--- config.mk ---
export PLATFORM = sky130hd
export DESIGN_NAME = tx_word_buffer
export DESIGN_NICKNAME = d
export VERILOG_FILES = /design/src/rtl/tx_buf_pkg.sv /design/src/rtl/tx_rst_sync.sv /design/src/rtl/tx_word_assembler.sv /design/src/rtl/tx_word_store.sv /design/src/rtl/tx_word_launcher.sv /design/src/rtl/tx_word_buffer.sv
export SDC_FILE = /design/constraint.sdc
export NUM_CORES = 1
export LEC_CHECK = 0
export ABC_AREA = 1
export CAP_MARGIN = 30
export CORE_MARGIN = 2
export CORE_UTILIZATION = 45
export CTS_BUF_LIST = sky130_fd_sc_hd__clkbuf_4 sky130_fd_sc_hd__clkbuf_8 sky130_fd_sc_hd__clkbuf_16
export DETAILED_ROUTE_END_ITERATION = 8
export DONT_BUFFER_PORTS = 1
export GPL_TIMING_DRIVEN = 0
export PLACE_DENSITY = 0.67
export SYNTH_ARGS = -nofsm -noshare
export SYNTH_HDL_FRONTEND = slang
export SYNTH_SLANG_ARGS = --single-unit
--- constraint.sdc ---
create_clock -name clk -period 1.5 [get_ports clk]
set_clock_uncertainty 0.05 [all_clocks]
set_input_delay 0.075 -clock clk [delete_from_list [all_inputs] [get_ports clk]]
set_output_delay 0.075 -clock clk [all_outputs]
set_load 0.02 [all_outputs]
--- src/rtl/tx_buf_pkg.sv ---
package tx_buf_pkg;
  localparam int TXB_DEPTH  = 8;
  localparam int TXB_WORD_W = 31;
  localparam int TXB_BUS_W  = 16;
  localparam int TXB_LO_W   = 16;
endpackage

--- src/rtl/tx_rst_sync.sv ---
module tx_rst_sync #(
  parameter int STAGES = 2
) (
  input  logic clk,
  input  logic rst_n,
  output logic rst_sync_n
);
  logic [STAGES-1:0] sync_q;

  always_ff @(posedge clk or negedge rst_n) begin
    if (!rst_n) sync_q <= '0;
    else        sync_q <= {sync_q[STAGES-2:0], 1'b1};
  end

  assign rst_sync_n = sync_q[STAGES-1];
endmodule

--- src/rtl/tx_word_assembler.sv ---
module tx_word_assembler #(
  parameter int BUS_W  = tx_buf_pkg::TXB_BUS_W,
  parameter int LO_W   = tx_buf_pkg::TXB_LO_W,
  parameter int WORD_W = tx_buf_pkg::TXB_WORD_W
) (
  input  logic              clk,
  input  logic              rst_n,
  input  logic [BUS_W-1:0]  bus_data,
  input  logic              ld_lo,
  input  logic              ld_hi,
  output logic              commit,
  output logic [WORD_W-1:0] commit_word,
  output logic              order_err
);
  localparam int HI_W = WORD_W - LO_W;

  logic [LO_W-1:0] lo_q;
  logic            pend_q, pend_d;
  logic            err_q, err_d;

  // next state: a low strobe wins over a simultaneous high strobe
  always_comb begin
    pend_d = pend_q;
    err_d  = 1'b0;
    commit = 1'b0;
    if (ld_lo) begin
      pend_d = 1'b1;
    end else if (ld_hi) begin
      if (pend_q) begin
        commit = 1'b1;
        pend_d = 1'b0;
      end else begin
        err_d = 1'b1;
      end
    end
  end

  always_ff @(posedge clk or negedge rst_n) begin
    if (!rst_n) begin
      pend_q <= 1'b0;
      err_q  <= 1'b0;
    end else begin
      pend_q <= pend_d;
      err_q  <= err_d;
    end
  end

  // low-half holding register, clock-enabled, no reset
  always_ff @(posedge clk) begin
    if (ld_lo) lo_q <= bus_data[LO_W-1:0];
  end

  assign commit_word = {bus_data[HI_W-1:0], lo_q};
  assign order_err   = err_q;
endmodule

--- src/rtl/tx_word_store.sv ---
module tx_word_store #(
  parameter int DEPTH  = tx_buf_pkg::TXB_DEPTH,
  parameter int WORD_W = tx_buf_pkg::TXB_WORD_W,
  localparam int PTR_W = $clog2(DEPTH),
  localparam int CNT_W = $clog2(DEPTH + 1)
) (
  input  logic              clk,
  input  logic              rst_n,
  input  logic              push,
  input  logic [WORD_W-1:0] push_word,
  input  logic              pop,
  output logic [WORD_W-1:0] head_word,
  output logic [CNT_W-1:0]  fill_cnt
);
  localparam bit POW2 = (DEPTH & (DEPTH - 1)) == 0;

  logic [WORD_W-1:0] mem_q [DEPTH];
  logic [PTR_W-1:0]  wr_q, wr_d, rd_q, rd_d, wr_inc, rd_inc;
  logic [CNT_W-1:0]  cnt_q, cnt_d;
  logic              wr_en, rd_en;

  // fullness and emptiness are judged on the count at the start of the cycle
  assign wr_en = push && (cnt_q != CNT_W'(DEPTH));
  assign rd_en = pop && (cnt_q != '0);

  if (POW2) begin : g_wrap_free
    assign wr_inc = wr_q + 1'b1;
    assign rd_inc = rd_q + 1'b1;
  end else begin : g_wrap_cmp
    assign wr_inc = (wr_q == PTR_W'(DEPTH - 1)) ? '0 : wr_q + 1'b1;
    assign rd_inc = (rd_q == PTR_W'(DEPTH - 1)) ? '0 : rd_q + 1'b1;
  end

  always_comb begin
    wr_d  = wr_en ? wr_inc : wr_q;
    rd_d  = rd_en ? rd_inc : rd_q;
    cnt_d = cnt_q;
    case ({wr_en, rd_en})
      2'b10:   cnt_d = cnt_q + 1'b1;
      2'b01:   cnt_d = cnt_q - 1'b1;
      default: cnt_d = cnt_q;
    endcase
  end

  always_ff @(posedge clk or negedge rst_n) begin
    if (!rst_n) begin
      wr_q  <= '0;
      rd_q  <= '0;
      cnt_q <= '0;
    end else begin
      wr_q  <= wr_d;
      rd_q  <= rd_d;
      cnt_q <= cnt_d;
    end
  end

  always_ff @(posedge clk) begin
    if (wr_en) mem_q[wr_q] <= push_word;
  end

  assign head_word = mem_q[rd_q];
  assign fill_cnt  = cnt_q;
endmodule

--- src/rtl/tx_word_launcher.sv ---
module tx_word_launcher #(
  parameter int WORD_W = tx_buf_pkg::TXB_WORD_W
) (
  input  logic              clk,
  input  logic              rst_n,
  input  logic              tx_en,
  input  logic              word_taken,
  input  logic              store_empty,
  input  logic [WORD_W-1:0] head_word,
  output logic              pop,
  output logic [WORD_W-1:0] out_word,
  output logic              out_valid
);
  logic              valid_q, valid_d;
  logic [WORD_W-1:0] word_q;
  logic              slot_free;

  assign slot_free = !valid_q || word_taken;
  assign pop       = tx_en && slot_free && !store_empty;

  // dropping the enable throws away the word in flight
  always_comb begin
    if (!tx_en)          valid_d = 1'b0;
    else if (pop)        valid_d = 1'b1;
    else if (word_taken) valid_d = 1'b0;
    else                 valid_d = valid_q;
  end

  always_ff @(posedge clk or negedge rst_n) begin
    if (!rst_n) valid_q <= 1'b0;
    else        valid_q <= valid_d;
  end

  always_ff @(posedge clk) begin
    if (pop) word_q <= head_word;
  end

  assign out_word  = word_q;
  assign out_valid = valid_q;
endmodule

--- src/rtl/tx_word_buffer.sv ---
module tx_word_buffer #(
  parameter int DEPTH  = tx_buf_pkg::TXB_DEPTH,
  parameter int WORD_W = tx_buf_pkg::TXB_WORD_W,
  parameter int BUS_W  = tx_buf_pkg::TXB_BUS_W,
  parameter int LO_W   = tx_buf_pkg::TXB_LO_W,
  localparam int CNT_W = $clog2(DEPTH + 1)
) (
  input  logic              clk,
  input  logic              rst_n,
  input  logic [BUS_W-1:0]  bus_data,
  input  logic              load_lo_stb,
  input  logic              load_hi_stb,
  input  logic              tx_en,
  input  logic              word_taken,
  output logic [WORD_W-1:0] tx_word,
  output logic              tx_word_valid,
  output logic              tx_ready,
  output logic              load_order_err
);
  logic              core_rst_n;
  logic              commit;
  logic [WORD_W-1:0] commit_word;
  logic [WORD_W-1:0] head_word;
  logic [CNT_W-1:0]  fill_cnt;
  logic              store_empty;
  logic              pop;

  tx_rst_sync #(.STAGES(2)) u_rst (
    .clk        (clk),
    .rst_n      (rst_n),
    .rst_sync_n (core_rst_n)
  );

  tx_word_assembler #(.BUS_W(BUS_W), .LO_W(LO_W), .WORD_W(WORD_W)) u_asm (
    .clk         (clk),
    .rst_n       (core_rst_n),
    .bus_data    (bus_data),
    .ld_lo       (load_lo_stb),
    .ld_hi       (load_hi_stb),
    .commit      (commit),
    .commit_word (commit_word),
    .order_err   (load_order_err)
  );

  tx_word_store #(.DEPTH(DEPTH), .WORD_W(WORD_W)) u_store (
    .clk       (clk),
    .rst_n     (core_rst_n),
    .push      (commit),
    .push_word (commit_word),
    .pop       (pop),
    .head_word (head_word),
    .fill_cnt  (fill_cnt)
  );

  assign store_empty = (fill_cnt == '0);

  tx_word_launcher #(.WORD_W(WORD_W)) u_launch (
    .clk         (clk),
    .rst_n       (core_rst_n),
    .tx_en       (tx_en),
    .word_taken  (word_taken),
    .store_empty (store_empty),
    .head_word   (head_word),
    .pop         (pop),
    .out_word    (tx_word),
    .out_valid   (tx_word_valid)
  );

  // the word count covers the store and the word in flight
  assign tx_ready = store_empty && !tx_word_valid;
endmodule

==> results.md <==
- I/O pin count: 56
- Net Count, Synth: 1248
- Clock Tree Buf Depth: 3
- Leak Pwr: 7.022 nW
- Area added between synthesis and finish: 33.68%
- Normalized max-slew margin: between 50% and 60%
- Non-filler cells, final: around 1800
- GRT Total Usage: 22.63%
- Critical path capture point type: flip-flop
- Share of post-route cells with drive strength above 1: about a quarter
- Die Ht: about 170 um
- Max Cap Violations: 0
- Hold WC Path Type: input port to flip-flop
- Max Fclk: 526.6 MHz
- CP max stage delay: 0.53 ns
- DR vias: about 9100
- Critical path arrival: 2.31 ns
- Final Hold Vio Count: 22
- Avg WL per Cell: 20.73 um
- Setup violators final: 314
- Initial antenna violation count: 4
- Tcrit/Tclk final: 126.6%
- Yosys warns: 0
- Area of the die: 29960 um^2
- Vias in the first global route: roughly 8800
- Post-route minimum period: 1.899 ns
- H-Tree Depth: 1
- Pwr dens: 1816 nW/um^2
- RSZ-0062 raised after global routing: true
- Final ANT Viol Nets: 0
- Total Wirelength: 36.73 mm
- Layout fillers: 2047
- Most common cell after layout, fill and taps aside: nand2_1
- Num rows: 61
- Cts bufs inserted: 31
- Commonest non-fill, non-tap cells in the layout: nand2_1 (413), edfxtp_1 (295), nor2_1 (158)
- Number of nets in the layout: 1400
- Port Buf Inserts: 0
- Critical Path Most Common Cell: nor2_4
- Core Region: ~28000 um^2
- Clock Pin Slew Worst Setup and Hold Paths: 0.07 ns
- Yosys reg bits: between 300 and 400
- CTS sink cnt: 310
- GPL Wtd Cong: 0.7493
- Drt pass-1 iters: 5
- Placed inst area: 13760 um^2
- Multi-input gate area: roughly 3600 um^2
- Setup crit start kind: flip-flop
- Worst slew pin tran: roughly 0.73 ns
- Clock Latency Late Sink: 0.58 ns
- Cells after Synth: 1220
- Slowest stage cell, crit path: fa_2
- Global-route wire length before repair: 51.20 mm
- Max-slew violation count: 0
- Initial Util: roughly 46%
- Residual DRC: 0
- Max VDD drop: 1.270 mV
- Total gr overflow: 0
- Syn_area_per_cell: roughly 11 um^2
- Final setup margin: -0.3992 ns
- CTS root buffer: clkbuf_16
- Failing checks: negative hold slack, negative setup slack
- Dpl cells: 1610
- CTS Hold Bufs: 22
- Critical Path RT: 1.91 ns
- Final Instance Area: 17200 um^2
- Crit-path cells: inv_2 -> nor2_4 -> nor2_4 -> nand2_4 -> clkinvlp_4 -> ha_4 -> inv_1 -> fa_2 -> o21ai_1
- Worst hold slack: -0.4378 ns
- Number of library cell types mapped by synthesis: 22
- Post-DP HPWL: 18.33 mm
- Post-Place Worst Slack: -1.649 ns
- Reg area: 9235 um^2
- Largest net degree at the start of global routing: 18
- Core Util, Final: 61.57%
- Register area share after synthesis: slightly above 70%
- Post-Syn Area: 12860 um^2
- Status: finished, violations left
- Worst setup path category: flip-flop to flip-flop
- Maximum fanout along the worst path: 4
- Iteration-0 DRC count of the detailed router: between 1000 and 1500
- Vias per cell: 5.161
- Die W: roughly 170 um
- CTS tree: built
==> per-layer routing <==
metal | vias to the layer above | global-route usage [%] | share of wire [%] | routed length, um
li1 | 4155 | - | - | -
met1 | 4369 | 29.52 | 38 | 14050
met2 | 523 | 38.42 | 50 | 18210
met3 | 97 | 3.738 | 8.8 | 3250
met4 | 2 | 8.051 | 3.3 | 1212
met5 | - | 0 | 0.035 | 13
==> state kept, by name (all words and copies together), names as in the netlist <==
signal / flops
u_rst.sync_q: 2
u_asm.lo_q: 16
u_launch.out_valid: 1
u_asm.pend_q: 1
u_store.wr_q: 3
u_asm.order_err: 1
u_store.mem_q: 248
u_launch.out_word: 31
u_store.rd_q: 3
u_store.fill_cnt: 4
==> critical path: cells and delay by family, from the launching register on <==
family,cells,cell delay (ns)
compound gates,1,0.06
flops,1,0.48
simple gates,3,0.23
buf+inv,3,0.26
fa+ha+maj,2,0.70
==> synth_stat cells <==
cell / number / share of area [%]
buf_1: 9 / 0.26
buf_2: 25 / 0.97
buf_4: 2 / 0.12
buf_6: 9 / 0.79
clkbuf_1: 3 / 0.088
conb_1: 1 / 0.029
dfrtp_1: 15 / 2.9
edfxtp_1: 295 / 69
fa_1: 1 / 0.16
ha_1: 5 / 0.49
inv_1: 140 / 4.1
inv_2: 1 / 0.029
nand2_1: 432 / 13
nand3_1: 6 / 0.23
nand3b_1: 1 / 0.058
nand4_1: 2 / 0.097
nor2_1: 260 / 7.6
nor3_1: 4 / 0.16
o21ai_0: 4 / 0.16
or2_2: 1 / 0.049
xnor2_1: 2 / 0.14
xor2_1: 2 / 0.14
==> worst paths after layout <==
path	slack, ns	to	startpoint	cells past startpoint
worst max-delay path	-0.40	u_store.fill_cnt[1]	u_launch.out_valid	9
worst min-delay path	-0.44	u_asm.lo_q[12]	load_lo_stb	0
worst max register to register	-0.40	u_store.fill_cnt[1]	u_launch.out_valid	9
worst min register to register	0.18	u_store.rd_q[1]	u_rst.sync_q[1]	0
max in group asynchronous	0.80	u_launch.out_valid	u_rst.sync_q[1]	0
min in group asynchronous	0.18	u_store.rd_q[1]	u_rst.sync_q[1]	0
==> timing repair <==
| action | in CTS | in global routing |
|---|---|---|
| pin swaps | 71 | 171 |
| hold endpoints to repair | 162 | 22 |
| setup buffers | 51 | 22 |
| endpoints found under the setup margin | 315 | 315 |
| gates cloned | 21 | 10 |
| gates resized for setup | 159 | 171 |
==> stage by stage <==
stage          TNS [ns]  hold slack [ns]  total power, mW
6_report         -67.39          -0.4378            31.23
3_3_place_gp    -289.24          -0.2705            19.42
3_5_place_dp    -161.11          -0.2705            19.75
5_1_grt          -86.47          -0.4462            32.62
2_1_floorplan   -115.32          -0.2706            17.22
4_1_cts          -67.68          -0.4316            29.82
==> kinds of logic after synthesis <==
kind of cell	after synthesis	share of synthesized area, %
flops	310	71.78
fa+ha+maj	6	0.6419
buf+inv	189	6.341
compound gates	4	0.1556
xor+xnor	4	0.2724
other cells	1	0.02915
simple gates	706	20.78
==> final cells by class <==
class,instances,share of cell area (%)
diodes,3,0.04365
plain buffers,47,2.968
clock buffers,39,4.860
clock inverters,13,0.5020
inverters,141,3.114
multi-input cells,721,20.89
flip-flops and latches,310,53.70
well taps,378,2.750
repair buffers,119,11.12
repair inverters,1,0.04365
==> report_power, final <==
| part | total, mW | leakage, nW | internal, mW | switching [mW] |
|---|---|---|---|---|
| clock | 7.26 | 0.466 | 4.06 | 3.19 |
| combinational | 12.4 | 3.68 | 5.02 | 7.34 |
| sequential | 11.6 | 2.87 | 10.7 | 0.913 |
Power figures use the tool's default switching activity.
